### config.mk
export PLATFORM = sky130hd
export DESIGN_NAME = ghist_dir_predictor
export DESIGN_NICKNAME = d
export VERILOG_FILES = /design/src/rtl/ghp_pkg.sv /design/src/rtl/ghp_sat_cell.sv /design/src/rtl/ghp_ctrl.sv /design/src/rtl/ghp_datapath.sv /design/src/rtl/ghist_dir_predictor.sv
export SDC_FILE = /design/constraint.sdc
export NUM_CORES = 1
export LEC_CHECK = 0
export BUFFER_PORTS_ARGS = -buffer_cell sky130_fd_sc_hd__buf_2
export CORE_MARGIN = 2
export CORE_UTILIZATION = 54
export DETAILED_ROUTE_END_ITERATION = 12
export GPL_ROUTABILITY_DRIVEN = 0
export PLACE_DENSITY = 0.72
export SETUP_SLACK_MARGIN = 0.4
export SLEW_MARGIN = 20
export SYNTH_ARGS = -nofsm -noshare
export SYNTH_HDL_FRONTEND = slang
export SYNTH_SLANG_ARGS = --single-unit
export TNS_END_PERCENT = 100
### constraint.sdc
create_clock -name clk -period 1.6 [get_ports clk]
set_input_delay 0.48 -clock clk [delete_from_list [all_inputs] [get_ports clk]]
set_output_delay 0.48 -clock clk [all_outputs]
set_load 0.05 [all_outputs]
### src/rtl/ghp_pkg.sv
package ghp_pkg;

  // counter width and its reset value (weakly taken)
  localparam int CNT_W = 2;
  localparam logic [CNT_W-1:0] CNT_INIT = 2'b10;
  localparam logic [CNT_W-1:0] CNT_MAX  = 2'b11;
  localparam logic [CNT_W-1:0] CNT_MIN  = 2'b00;

  // strobes from control to datapath
  typedef struct packed {
    logic predLatch;   // capture read result into output registers
    logic histShift;   // shift an outcome into the history
    logic cntWrite;    // train one counter
    logic cntUp;       // direction of training / bit shifted in
  } ghpStrobes_t;

  function automatic logic [CNT_W-1:0] satStep(input logic [CNT_W-1:0] cur,
                                               input logic up);
    logic [CNT_W-1:0] nxt;
    if (up) nxt = (cur == CNT_MAX) ? cur : cur + 1'b1;
    else    nxt = (cur == CNT_MIN) ? cur : cur - 1'b1;
    return nxt;
  endfunction

endpackage

### src/rtl/ghp_sat_cell.sv
module ghp_sat_cell
  import ghp_pkg::*;
(
  input  logic             clk,
  input  logic             rstN,
  input  logic             wrEn,
  input  logic             up,
  output logic [CNT_W-1:0] cnt
);

  always_ff @(posedge clk or negedge rstN) begin
    if (!rstN)     cnt <= CNT_INIT;
    else if (wrEn) cnt <= satStep(cnt, up);
  end


  sat_top_chk: assert property (@(posedge clk) disable iff (!rstN)
    (wrEn && up && cnt == CNT_MAX) |=> cnt == CNT_MAX);


  inc_step_chk: assert property (@(posedge clk) disable iff (!rstN)
    (wrEn && up && cnt != CNT_MAX) |=> cnt == CNT_W'($past(cnt) + 1'b1));


  sat_floor_chk: assert property (@(posedge clk) disable iff (!rstN)
    (wrEn && !up && cnt == CNT_MIN) |=> cnt == CNT_MIN);


  dec_step_chk: assert property (@(posedge clk) disable iff (!rstN)
    (wrEn && !up && cnt != CNT_MIN) |=> cnt == CNT_W'($past(cnt) - 1'b1));

endmodule

### src/rtl/ghp_ctrl.sv
module ghp_ctrl
  import ghp_pkg::*;
(
  input  logic        clk,
  input  logic        rstN,
  input  logic        predReq,
  input  logic        updValid,
  input  logic        updTaken,
  output ghpStrobes_t strb,
  output logic        predValid
);

  always_comb begin
    strb.predLatch = predReq;
    strb.histShift = updValid;
    strb.cntWrite  = updValid;
    strb.cntUp     = updTaken;
  end

  always_ff @(posedge clk or negedge rstN) begin
    if (!rstN) predValid <= 1'b0;
    else       predValid <= predReq;
  end

endmodule

### src/rtl/ghp_datapath.sv
module ghp_datapath
  import ghp_pkg::*;
#(
  parameter int HIST_W = 4
) (
  input  logic              clk,
  input  logic              rstN,
  input  ghpStrobes_t       strb,
  input  logic [HIST_W-1:0] updIdx,
  output logic              predTaken,
  output logic [HIST_W-1:0] predIdx
);

  localparam int NUM_ENT = 1 << HIST_W;

  logic [HIST_W-1:0]        ghr;
  logic [HIST_W:0]          ghrWide;
  logic [NUM_ENT*CNT_W-1:0] cntFlat;
  logic [CNT_W-1:0]         rdCnt;

  // history: newest outcome enters at bit 0
  assign ghrWide = {ghr, strb.cntUp};

  always_ff @(posedge clk or negedge rstN) begin
    if (!rstN)               ghr <= '0;
    else if (strb.histShift) ghr <= ghrWide[HIST_W-1:0];
  end

  // counter table
  for (genvar i = 0; i < NUM_ENT; i++) begin : g_ent
    logic hit;
    assign hit = strb.cntWrite && (updIdx == HIST_W'(i));
    ghp_sat_cell u_cell (
      .clk  (clk),
      .rstN (rstN),
      .wrEn (hit),
      .up   (strb.cntUp),
      .cnt  (cntFlat[i*CNT_W +: CNT_W])
    );
  end

  // read with pre-update values
  assign rdCnt = cntFlat[ghr*CNT_W +: CNT_W];

  always_ff @(posedge clk or negedge rstN) begin
    if (!rstN) begin
      predTaken <= 1'b0;
      predIdx   <= '0;
    end else if (strb.predLatch) begin
      predTaken <= rdCnt[CNT_W-1];
      predIdx   <= ghr;
    end
  end


  hist_in_chk: assert property (@(posedge clk) disable iff (!rstN)
    strb.histShift |=> ghr[0] == $past(strb.cntUp));


  hist_hold_chk: assert property (@(posedge clk) disable iff (!rstN)
    !strb.histShift |=> $stable(ghr));


  table_hold_chk: assert property (@(posedge clk) disable iff (!rstN)
    !strb.cntWrite |=> $stable(cntFlat));

endmodule

### src/rtl/ghist_dir_predictor.sv
module ghist_dir_predictor
  import ghp_pkg::*;
#(
  parameter int HIST_W = 4
) (
  input  logic              clk,
  input  logic              rstN,
  input  logic              predReq,
  input  logic              updValid,
  input  logic              updTaken,
  input  logic [HIST_W-1:0] updIdx,
  output logic              predValid,
  output logic              predTaken,
  output logic [HIST_W-1:0] predIdx
);

  ghpStrobes_t strb;

  ghp_ctrl u_ctrl (
    .clk       (clk),
    .rstN      (rstN),
    .predReq   (predReq),
    .updValid  (updValid),
    .updTaken  (updTaken),
    .strb      (strb),
    .predValid (predValid)
  );

  ghp_datapath #(.HIST_W(HIST_W)) u_dp (
    .clk       (clk),
    .rstN      (rstN),
    .strb      (strb),
    .updIdx    (updIdx),
    .predTaken (predTaken),
    .predIdx   (predIdx)
  );


  valid_rise_chk: assert property (@(posedge clk) disable iff (!rstN)
    predReq |=> predValid);


  valid_quiet_chk: assert property (@(posedge clk) disable iff (!rstN)
    !predReq |=> !predValid);

endmodule

* Word-level counts from Yosys, hierarchy flattened *
Index checks and enable logic that the tools add are counted.

storage, ports and cells
  RAM bits = 0
  latch bits = 0
  input bits = 9
  flip-flop bits (word level) = 42
  memories = 0
  word-level logic and storage cells = 213
  bits in read-only memories = 0

cells by class
  $mul = 0
  order comparisons = 0
  shifts and indexed selects = 1
  reductions and logical operators = 49
  multiplexer cells = 48
  div/mod/pow operators = 0
  add/subtract/negate cells = 32
  bitwise operators = 0
  eq/ne operators = 63

operators with widths
  kind                 count
  $mux 2               48
  $ne 2x2->1 const B   32
  $reduce_and 3->1     16
  $add 2x1->2 const B  16
  $eq 2x2->1 const B   16
  $eq 4x4->1 const B   8
  $logic_not 2->1      16
  $shiftx 32x6->2      1
  $sub 2x1->2 const B  16
  $eq 4x3->1 const B   4
  $logic_and 1x1->1    16
  $eq 4x2->1 const B   2
  $eq 4x1->1 const B   1
  $logic_not 4->1      1

* Depth between registers and ports, before layout *
  depth in word-level cells = 3
  mapped depth = 5
  mapped depth without buffers = 3

* By module *
A second synthesis with hierarchy kept.

second synthesis, totals
  cell total of the unflattened synthesis = 181
  area, all modules = 2177.1 µm²

by module, submodules not included
  module        area each (µm²)  times used  cells an instance
  ghp_sat_cell  96.3             16          8
  ghp_datapath  580.6            1           48
  ghp_ctrl      55.1             1           5

* Worst setup path before layout *
OpenSTA, ideal clock, no wires.

  path type = reg2reg
  from = register u_dp.ghr[0]
  to = register u_dp.predTaken
  path buffers = 1
  cell stages (with the launch flop) = 5
  path slack = -0.192 ns
  arrival = 1.667 ns
  clock period less this slack = 1.792 ns
  cell sequence = dfrtp_1 buf_6 mux4_1 mux4_2 mux2_4

between the ends
  word-level cells in the longest chain between the ends = 1

ends and longest elaborated chain
  what                      line                text
  start: declaration        ghp_datapath.sv:16  logic [HIST_W-1:0] ghr;
  start signal: assignment  ghp_datapath.sv:26  else if (strb.histShift) ghr <= ghrWide[HIST_W-1:0];
  $shiftx 32x6->2           ghp_datapath.sv:43  assign rdCnt = cntFlat[ghr*CNT_W +: CNT_W];
  end signal: assignment    ghp_datapath.sv:50  predTaken <= rdCnt[CNT_W-1];
  end: declaration          ghp_datapath.sv:10  output logic predTaken,

Every way passes these cells.
A chain may end at the register's enable or synchronous reset.

* Worst setup path after layout *
Ends and elaborated chain as after synthesis.

==> impl_metrics.yaml <==
global_routing:
  grt_pass1_wl_mm: 9.66
  track_usage: 0.255
  busiest_layer: "met2"
  met3_usage: 0.0447
  grtUsageMet1: 0.358
  antenna_found_initial: 0
  use_met2: 0.401
  overflow: 0
  grt_pass1_vias: 1925
  grt_max_degree: 25
detailed_routing:
  route.detailed.wl_per_inst_um: 20.1
  drc: 0
  wirelength_mm: 7.01
  drtIter0Drc: 143
  via_count: 2290
  vias_per_cell: 6.56
  ant_nets: 0
  first_pass_iters: 5
die:
  die_w_um: 70.5
  die-area_um2: 4970
  ios: 15
  start_util: 0.556
  rows: 24
  core_um2: 4290
  die_y_um: 70.5
sta:
  tns_ns: -0.172
  timing.fmax_mhz: 564
  hold_violations: 0
  setup_viol: 1
  timing.slew.headroom: 0.730
  fin_ws_ns: -0.172
  rsz0062_at_grt: "yes"
  worstMarginPinSlew_ns: 0.404
  min_period_ns: 1.77
  skew_ns: 0.00343
  post-route-period-util: 1.11
  maxSlewViolCount: 0
logic_synthesis:
  synthAdderAreaFrac: 0
  synth_area_leaders: "dfrtp_1 (27%), dfstp_2 (18%), a31oi_1 (5.2%)"
  syn_nets: 245
  synth_top_family_by_area: "compound AO/OA/AOI/OAI gates"
  synth_common_cells: "dfrtp_1 (26), nand2_1 (21), a31oi_1 (20)"
  synth.most_common_cell: "dfrtp_1"
  synth_edf_count: 0
  yosysSeqAreaShare: 0.449
  synth-simple-area-share: 0.186
  synthesis.area_um2: 2390
  synth_top_area_frac: 0.273
  ys_ff_latch: 42
  synth-compound-area-share: 0.220
  synthDistinctLibCells: 37
  muxShareOfSynthArea: 0.0975
  postSynthAreaPerCell_um2: 10.1
  ys_warn_count: 0
  ys.flop_type: "dfrtp_1"
  synthXorXnorAreaFrac: 0
  async_flop_share: 1.00
  yosysTopAreaCell: "dfrtp_1"
  synthCells: 236
cts:
  cts_tree: "yes"
  clkSinkCount: 42
  clkTransAtPathRegs_ns: 0.09
  cts_buffers: 5
  cts-htree-levels: 2
  postCtsHoldBufs: 0
  root_buffer: "clkbuf_8"
  clock_latency_ns: 0.30
  cts_buffer_depth: 2
power:
  intPower_mw: 1.82
  seqPwrFrac: 0.485
  p_sw_frac: 0.328
  peakVddDrop_uv: 589
  power_per_cell_area_nw_per_um2: 791
  comb_power_share: 0.245
  leakage_nw: 1.39
  p_sw_mw: 0.886
  clockPowerShare: 0.270
critical_path:
  crit_type: "flop to flop"
  crit_required_ns: 1.79
  rr_worst_depth: 3
  cp-start-kind: "flop"
  crit_fanout: 4
  cp.arrival_ns: 1.97
  end_kind: "flop"
placed_design:
  hpwlAfterDp_mm: 3.89
  portBuffers: 14
  dp_cells: 321
  place_ws_ns: -0.213
finish:
  n_fill_cell: 271
  diodes: 0
  area_delta_synth_final_pct: 43.2
  fin_nets: 305
  drive_above_1_share: 0.552
  final_cells: 349
run_status:
  status: "finished with violations"
  violations: "negative setup slack"
flow_run:
  cap_violations: 0
min_path:
  hold_path.class: "input port to async pin"
worst max-delay path: stages (launching register included):
cell and delay [ns]:
dfrtp_2 0.42, mux4_2 0.50, mux4_2 0.48, mux2_4 0.26
cell usage in the layout (no fill, tap or decap), types with 6 or more instances in the layout:
cell type and n:
nor4_2 6, inv_1 10, dfrtp_1 25, nand2_1 18, dfstp_2 16, a221o_1 10
buf_4 43, mux2_2 8, nor2_1 8, o22ai_1 9, a31oi_1 20, buf_6 15
o31ai_1 9
power groups by stage:
stage	clock network [mW]	logic (mW)	registers [mW]
after floorplan	0	0.289	1.37
after global placement	0	0.487	1.30
after detailed placement	0	0.495	1.31
after CTS	0.739	0.579	1.30
after global routing	0.777	0.700	1.33
final	0.730	0.663	1.31
layout make-up:
cell class                      instances  area (um^2)  share of cell area
Clock buffer                            5         68.8              0.0201
Clock inverter                          3         25.0             0.00732
Inverter                               11         41.3              0.0121
Multi-Input combinational cell        167         1500               0.439
Sequential cell                        42         1070               0.314
Tap cell                               52         65.1              0.0190
Timing Repair Buffer                   69          643               0.188
metrics by stage:
step / cell area, um^2 / hold WS [ns] / total power [mW] / util
after floorplan: 2600 / 0.184 / 1.66 / -
after global placement: 2810 / 0.463 / 1.79 / 0.655
after detailed placement: 2810 / 0.459 / 1.80 / 0.655
after CTS: 3100 / 0.131 / 2.61 / 0.722
after global routing: 3420 / 0.142 / 2.80 / 0.796
final: 3420 / 0.123 / 2.70 / 0.796
repair_timing:
item,4_1_cts,5_1_grt
cloned,0,3
endpoints found under the setup margin,27,24
gates resized for setup,38,41
pin swaps,12,25
setup buffers,7,10
path summary, 6_finish.rpt:
kind                                          from                                  endpoint  slack, ns
setup / recovery           u_dp.ghr[0]$_DFFE_PN0P_                u_dp.predTaken$_DFFE_PN0P_      -0.17
hold / removal                                rstN   u_dp.g_ent[0].u_cell.cnt[0]$_DFFE_PN0P_       0.12
setup reg to reg           u_dp.ghr[0]$_DFFE_PN0P_                u_dp.predTaken$_DFFE_PN0P_      -0.17
hold reg to reg            u_dp.ghr[3]$_DFFE_PN0P_                   u_dp.ghr[3]$_DFFE_PN0P_       0.55
max in group asynchronous                     rstN  u_dp.g_ent[15].u_cell.cnt[1]$_DFFE_PN1P_       1.14
min in group clk                           predReq                u_ctrl.predValid$_DFF_PN0_       0.37
registers in the layout, indices dropped and copies added (netlist names):
register / flops
u_dp.g_ent.u_cell.cnt: 32
u_dp.predIdx: 4
u_ctrl.predValid: 1
u_dp.ghr: 4
u_dp.predTaken: 1
routing by layer:
layer  part of all wire  vias up
met5                  0        -
met3              0.060       12
li1                   -     1050
met1               0.40     1141
met2               0.52       87
met4              0.020        0
cells by family after synthesis:
family / after synthesis
and+or+nand+nor: 80
muxes: 14
DFF: 42
buffers and inverters: 28
AOI/OAI and AO/OA: 72
Power figures use the tool's default switching activity.
